===== src/rtl/pgen_pkg.sv =====
package pgen_pkg;
  typedef struct packed {
    logic loadWord;
  } pgenCtl_t;
endpackage


===== src/rtl/pgen_pace_ctrl.sv =====
module pgen_pace_ctrl #(
  parameter int DIV_W = 32
) (
  input  logic               clk,
  input  logic               rstN,
  input  logic               patValid,
  input  logic [DIV_W-1:0]   divider,
  output pgen_pkg::pgenCtl_t ctl,
  output logic               readStrobe
);
  logic [DIV_W-1:0] paceCnt;
  logic             expired;

  assign expired        = (paceCnt >= divider);
  assign readStrobe     = patValid && expired;
  assign ctl.loadWord   = readStrobe;

  always_ff @(posedge clk or negedge rstN) begin
    if (!rstN) begin
      paceCnt <= '0;
    end else if (patValid) begin
      if (expired) paceCnt <= '0;
      else         paceCnt <= paceCnt + 1'b1;
    end
  end

  AST_STROBE_RESTARTS: assert property (@(posedge clk) disable iff (!rstN)
    readStrobe |=> (paceCnt == '0));
  AST_IDLE_HOLDS_COUNT: assert property (@(posedge clk) disable iff (!rstN)
    !patValid |=> $stable(paceCnt));
endmodule


===== src/rtl/pgen_pin_datapath.sv =====
module pgen_pin_datapath #(
  parameter int PIN_COUNT = 16
) (
  input  logic                 clk,
  input  logic                 rstN,
  input  pgen_pkg::pgenCtl_t   ctl,
  input  logic [PIN_COUNT-1:0] patData,
  input  logic [PIN_COUNT-1:0] pinDir,
  input  logic [PIN_COUNT-1:0] ovMask,
  input  logic [PIN_COUNT-1:0] ovData,
  input  logic                 odMode,
  output logic [PIN_COUNT-1:0] pinOut,
  output logic [PIN_COUNT-1:0] pinRelease
);
  logic [PIN_COUNT-1:0] heldWord;
  logic [PIN_COUNT-1:0] dirReg, maskReg, ovReg;
  logic                 odReg;

  always_ff @(posedge clk or negedge rstN) begin
    if (!rstN) begin
      heldWord <= '0;
      dirReg   <= '1;
      maskReg  <= '0;
      ovReg    <= '0;
      odReg    <= 1'b0;
    end else begin
      if (ctl.loadWord) heldWord <= patData;
      dirReg  <= pinDir;
      maskReg <= ovMask;
      ovReg   <= ovData;
      odReg   <= odMode;
    end
  end

  for (genvar i = 0; i < PIN_COUNT; i++) begin : g_pin
    always_comb begin
      pinOut[i]     = maskReg[i] ? ovReg[i] : heldWord[i];
      pinRelease[i] = dirReg[i] | (odReg & pinOut[i]);
    end
  end

  AST_WORD_HOLDS: assert property (@(posedge clk) disable iff (!rstN)
    !ctl.loadWord |=> $stable(heldWord));
  AST_INPUT_RELEASED: assert property (@(posedge clk) disable iff (!rstN)
    (dirReg & ~pinRelease) == '0);
  AST_NEVER_DRIVE_HIGH_OD: assert property (@(posedge clk) disable iff (!rstN)
    odReg |-> ((~pinRelease & pinOut) == '0));
endmodule


===== src/rtl/pgen_pin_stage.sv =====
module pgen_pin_stage #(
  parameter int PIN_COUNT = 16,
  parameter int DIV_W     = 32
) (
  input  logic                 clk,
  input  logic                 rstN,
  input  logic [PIN_COUNT-1:0] patData,
  input  logic                 patValid,
  input  logic [DIV_W-1:0]     divider,
  input  logic [PIN_COUNT-1:0] pinDir,
  input  logic [PIN_COUNT-1:0] ovMask,
  input  logic [PIN_COUNT-1:0] ovData,
  input  logic                 odMode,
  output logic [PIN_COUNT-1:0] pinOut,
  output logic [PIN_COUNT-1:0] pinRelease,
  output logic                 readStrobe
);
  pgen_pkg::pgenCtl_t ctl;

  pgen_pace_ctrl #(.DIV_W(DIV_W)) u_ctrl (
    .clk(clk), .rstN(rstN), .patValid(patValid), .divider(divider),
    .ctl(ctl), .readStrobe(readStrobe)
  );

  pgen_pin_datapath #(.PIN_COUNT(PIN_COUNT)) u_dp (
    .clk(clk), .rstN(rstN), .ctl(ctl), .patData(patData),
    .pinDir(pinDir), .ovMask(ovMask), .ovData(ovData), .odMode(odMode),
    .pinOut(pinOut), .pinRelease(pinRelease)
  );

  AST_STROBE_NEEDS_VALID: assert property (@(posedge clk) disable iff (!rstN)
    readStrobe |-> patValid);
endmodule


===== config.mk =====
export PLATFORM = sky130hd
export DESIGN_NAME = pgen_pin_stage
export DESIGN_NICKNAME = d
export VERILOG_FILES = /design/src/rtl/pgen_pkg.sv /design/src/rtl/pgen_pace_ctrl.sv /design/src/rtl/pgen_pin_datapath.sv /design/src/rtl/pgen_pin_stage.sv
export SDC_FILE = /design/constraint.sdc
export NUM_CORES = 1
export LEC_CHECK = 0
export CORE_ASPECT_RATIO = 0.5
export CORE_MARGIN = 2
export CORE_UTILIZATION = 25
export DETAILED_ROUTE_END_ITERATION = 8
export PLACE_DENSITY = 0.58
export SYNTH_ARGS = -nofsm -noshare
export SYNTH_HDL_FRONTEND = slang
export SYNTH_SLANG_ARGS = --single-unit

===== constraint.sdc =====
create_clock -name clk -period 3.3 [get_ports clk]
set_input_delay 0.495 -clock clk [delete_from_list [all_inputs] [get_ports clk]]
set_output_delay 0.495 -clock clk [all_outputs]
set_load 0.05 [all_outputs]

==> summary.txt <==
Setup path
  • Startpoint types: input pin
  • CP Capture Type: primary output
  • Worst path top cell family by delay: simple AND/OR/NAND/NOR gates
  • Worst Path Arrival: roughly 2.7 ns
  • CP Class: in -> out
  • Worst-path fanout max: 2
  • Critical path buffer and inverter count: 3
  • Critical-path cell list: clkdlybuf4s50_1 -> inv_1 -> ha_1 -> nand2_2 -> nor3_2 -> or4b_4 -> a31o_4 -> a21oi_4 -> buf_12
  • Slowest stage delay, CP: ~0.50 ns
  • WP data required: between 2 and 3 ns
  • Slowest cell on crit path: or4b_4

Yosys
  • Post-synthesis register bit count: 97
  • Synth Area per Inst: 11.80 um^2
  • Post-synthesis cell type count: 39
  • Ranking of synthesized cells by area: dfrtp_1, dfstp_2, ha_1
  • Yosys Warn Count: 0
  • Gate Count Post-Synth: ~390
  • Sequential-to-total area share from yosys stat: a little over half
  • Synth top area share: between 40 and 50%
  • Syn nets: just over 500
  • Synthesized area: 0.004553 mm^2
  • Largest area contributor in the netlist: dfrtp_1

Layout
  • Layout fillers: around 1,700
  • Layout cells sized above 1: between 10% and 20%
  • Fin nets: 666
  • N_diodes: 0
  • Layout area overhead: 45.26%
  • Commonest non-fill, non-tap cells in the layout: clkdlybuf4s50_1, dfrtp_1, nor2_1
  • Most common cell after layout, fill and taps aside: clkdlybuf4s50_1

Die
  • Die area: slightly below 0.02 mm^2
  • I/O pin count: around 130
  • Die Wd: a little under 200 um
  • Effective utilization at floorplan: between 20% and 30%
  • FP Rows: 34
  • Core area: roughly 0.018 mm^2
  • Height of the die: slightly below 100 um

Timing
  • Slew @ Worst Pin: between 0.7 and 0.8 ns
  • Slew headroom: between 50% and 60%
  • Period utilization: between 90% and 100%
  • WHS: about 0.21 ns
  • Max Slew Vio Count: 0
  • Final Hold Fails: 0
  • Setup WS post-layout: 0.08421 ns
  • Final setup fails: 0
  • Worst Skew: about 0.01 ns
  • Period minus WS final: roughly 3.2 ns
  • Achievable Freq: roughly 0.31 GHz

Detailed routing
  • Via count: 3,285
  • WL met1: 4815 um
  • Initial DRT Pass Iterations: 4
  • Met3 wire len: between 300 and 400 um
  • Max layer used: met4
  • Post-Route WL: between 10,000 and 15,000 um
  • Initial DRC Count: roughly 100
  • WL per Instance: 13.65 um
  • DR DRC count: 0
  • Metal2 WL: around 5300 um
  • Post-route ant nets: 0
  • Via/cell ratio: around 4.3

Global route
  • Initial antenna violation count: 0
  • Vias in the first global route: about 3,400
  • First-pass GRT wire length: approximately 17,000 um
  • Grt total ovfl: 0
  • Overall Global Routing Usage: between 10% and 20%
  • Largest net degree at the start of global routing: 56

Power
  • Final Power: 0.002927 W
  • P per Cell Area: between 400 and 500 mW/mm^2
  • VDD IR max: about 230 uV
  • P_leak: ~3 nW

Clock network
  • Clock latency on the worst-skew pair: around 0.34 ns
  • Hold buffer count at CTS: 0
  • Cts bufs inserted: 9
  • H-Tree Depth: 3
  • Clock Path Buffers: 2
  • CTS clk-pin slew, worst paths: ~0.070 ns
  • Sink Count: slightly below 100
  • Root buffer cell: clkbuf_16
  • CTS tree: built

Run
  • Max Cap Viol: 0

Placement
  • PortBufs: between 100 and 150
  • Worst slack at placement: -0.1869 ns
  • HPWL after detailed placement: 8191 um
  • RePlAce Congestion: around 0.73

Status
  • Outcome: completed

Min path
  • Worst hold path class: in -> async
## final cells by class
type,count,area (um^2),area share (%)
clock buffer,10,239.0,3.613
clock inverter,6,91.34,1.381
inverter,36,135.1,2.043
multi-input combinational,247,1969,29.78
sequential,97,2447,37.00
tap,234,292.8,4.427
timing repair buffer,142,1439,21.76
## repair_timing
action | 4_1_cts | 5_1_grt
setup buffers | 1 | 0
pin swaps | 2 | 7
endpoints found under the setup margin | 1 | 1
resized for setup | 0 | 15
## stage by stage
stage	TNS, ns	instances	utilization, %	cell area (um^2)
finish	0	772	37.55	6614
CTS	0	772	37.16	6544
global placement	-1.762	755	35.24	6206
floorplan	0	386	-	4553
detailed placement	-2.498	755	35.24	6206
global route	-0.01090	772	37.55	6614
## Yosys cell counts
cell type,count
o2bb2ai_1,1
and4_1,4
a21oi_4,1
mux2_2,22
dfrtp_1,81
o211ai_1,1
mux2_4,10
nand4_1,11
o22ai_1,2
or4b_1,1
a31oi_1,2
nand2_1,20
nand4b_1,1
buf_6,3
clkbuf_1,2
a21o_1,16
a21oi_1,14
nor2_1,34
a2111oi_0,1
o21ai_0,6
nor3_1,2
o21a_1,2
a31o_2,1
a2111oi_2,1
nand3_1,17
nand3b_1,1
xnor2_1,8
ha_1,33
nor4_1,2
inv_1,36
xor2_1,19
nand2b_1,4
mux2i_1,1
nor3_2,1
dfstp_2,16
buf_12,1
and2_1,2
a21boi_0,1
and3_1,5
## worst register-to-register path: stages (launching register included)
cell and delay [ns]:
dfrtp_1 0.47, ha_4 0.31, nand4_1 0.13, nor3_2 0.29, or4b_4 0.50, a31o_4 0.25
a21oi_4 0.21, buf_4 0.18, buf_4 0.19, mux2_4 0.31
## kinds of logic after synthesis
kind of cell             after synthesis  share of synthesized area (%)
AO/OA/AOI/OAI                         49                          7.310
XOR/XNOR                              27                          5.194
buffers and inverters                 42                          4.314
flip-flops                            97                          53.75
multiplexers                          33                          8.958
adder cells (fa/ha/maj)               33                          9.069
AND/OR/NAND/NOR                      105                          11.40
## registers in the layout, summed over array words and instances (netlist names)
signal and flops:
u_dp.ovReg 16, u_dp.odReg 1, u_ctrl.paceCnt 32, u_dp.dirReg 16, u_dp.heldWord 16, u_dp.maskReg 16
## worst paths after layout
check,end,start,cells after the start,slack [ns]
min reg2reg,u_dp.heldWord[0],u_dp.heldWord[0],1,0.51
min in group clk,u_dp.heldWord[0],u_dp.heldWord[0],1,0.51
min,u_ctrl.paceCnt[17],rstN,1,0.21
max in group asynchronous,u_dp.dirReg[14],rstN,2,2.33
max,readStrobe,divider[11],9,0.08
max reg2reg,u_dp.heldWord[13],u_ctrl.paceCnt[13],9,0.35
## power breakdown
group,internal (W),switching (W)
sequential,0.00126,0.0000604
clock,0.000686,0.000456
combinational,0.000236,0.000228
## per-layer routing
layer,vias up,GRT usage [%]
met5,-,0
met4,0,2.642
met3,5,2.781
met2,56,19.47
met1,1605,14.12
li1,1619,-
No activity file was read; power rests on OpenSTA's default activity.
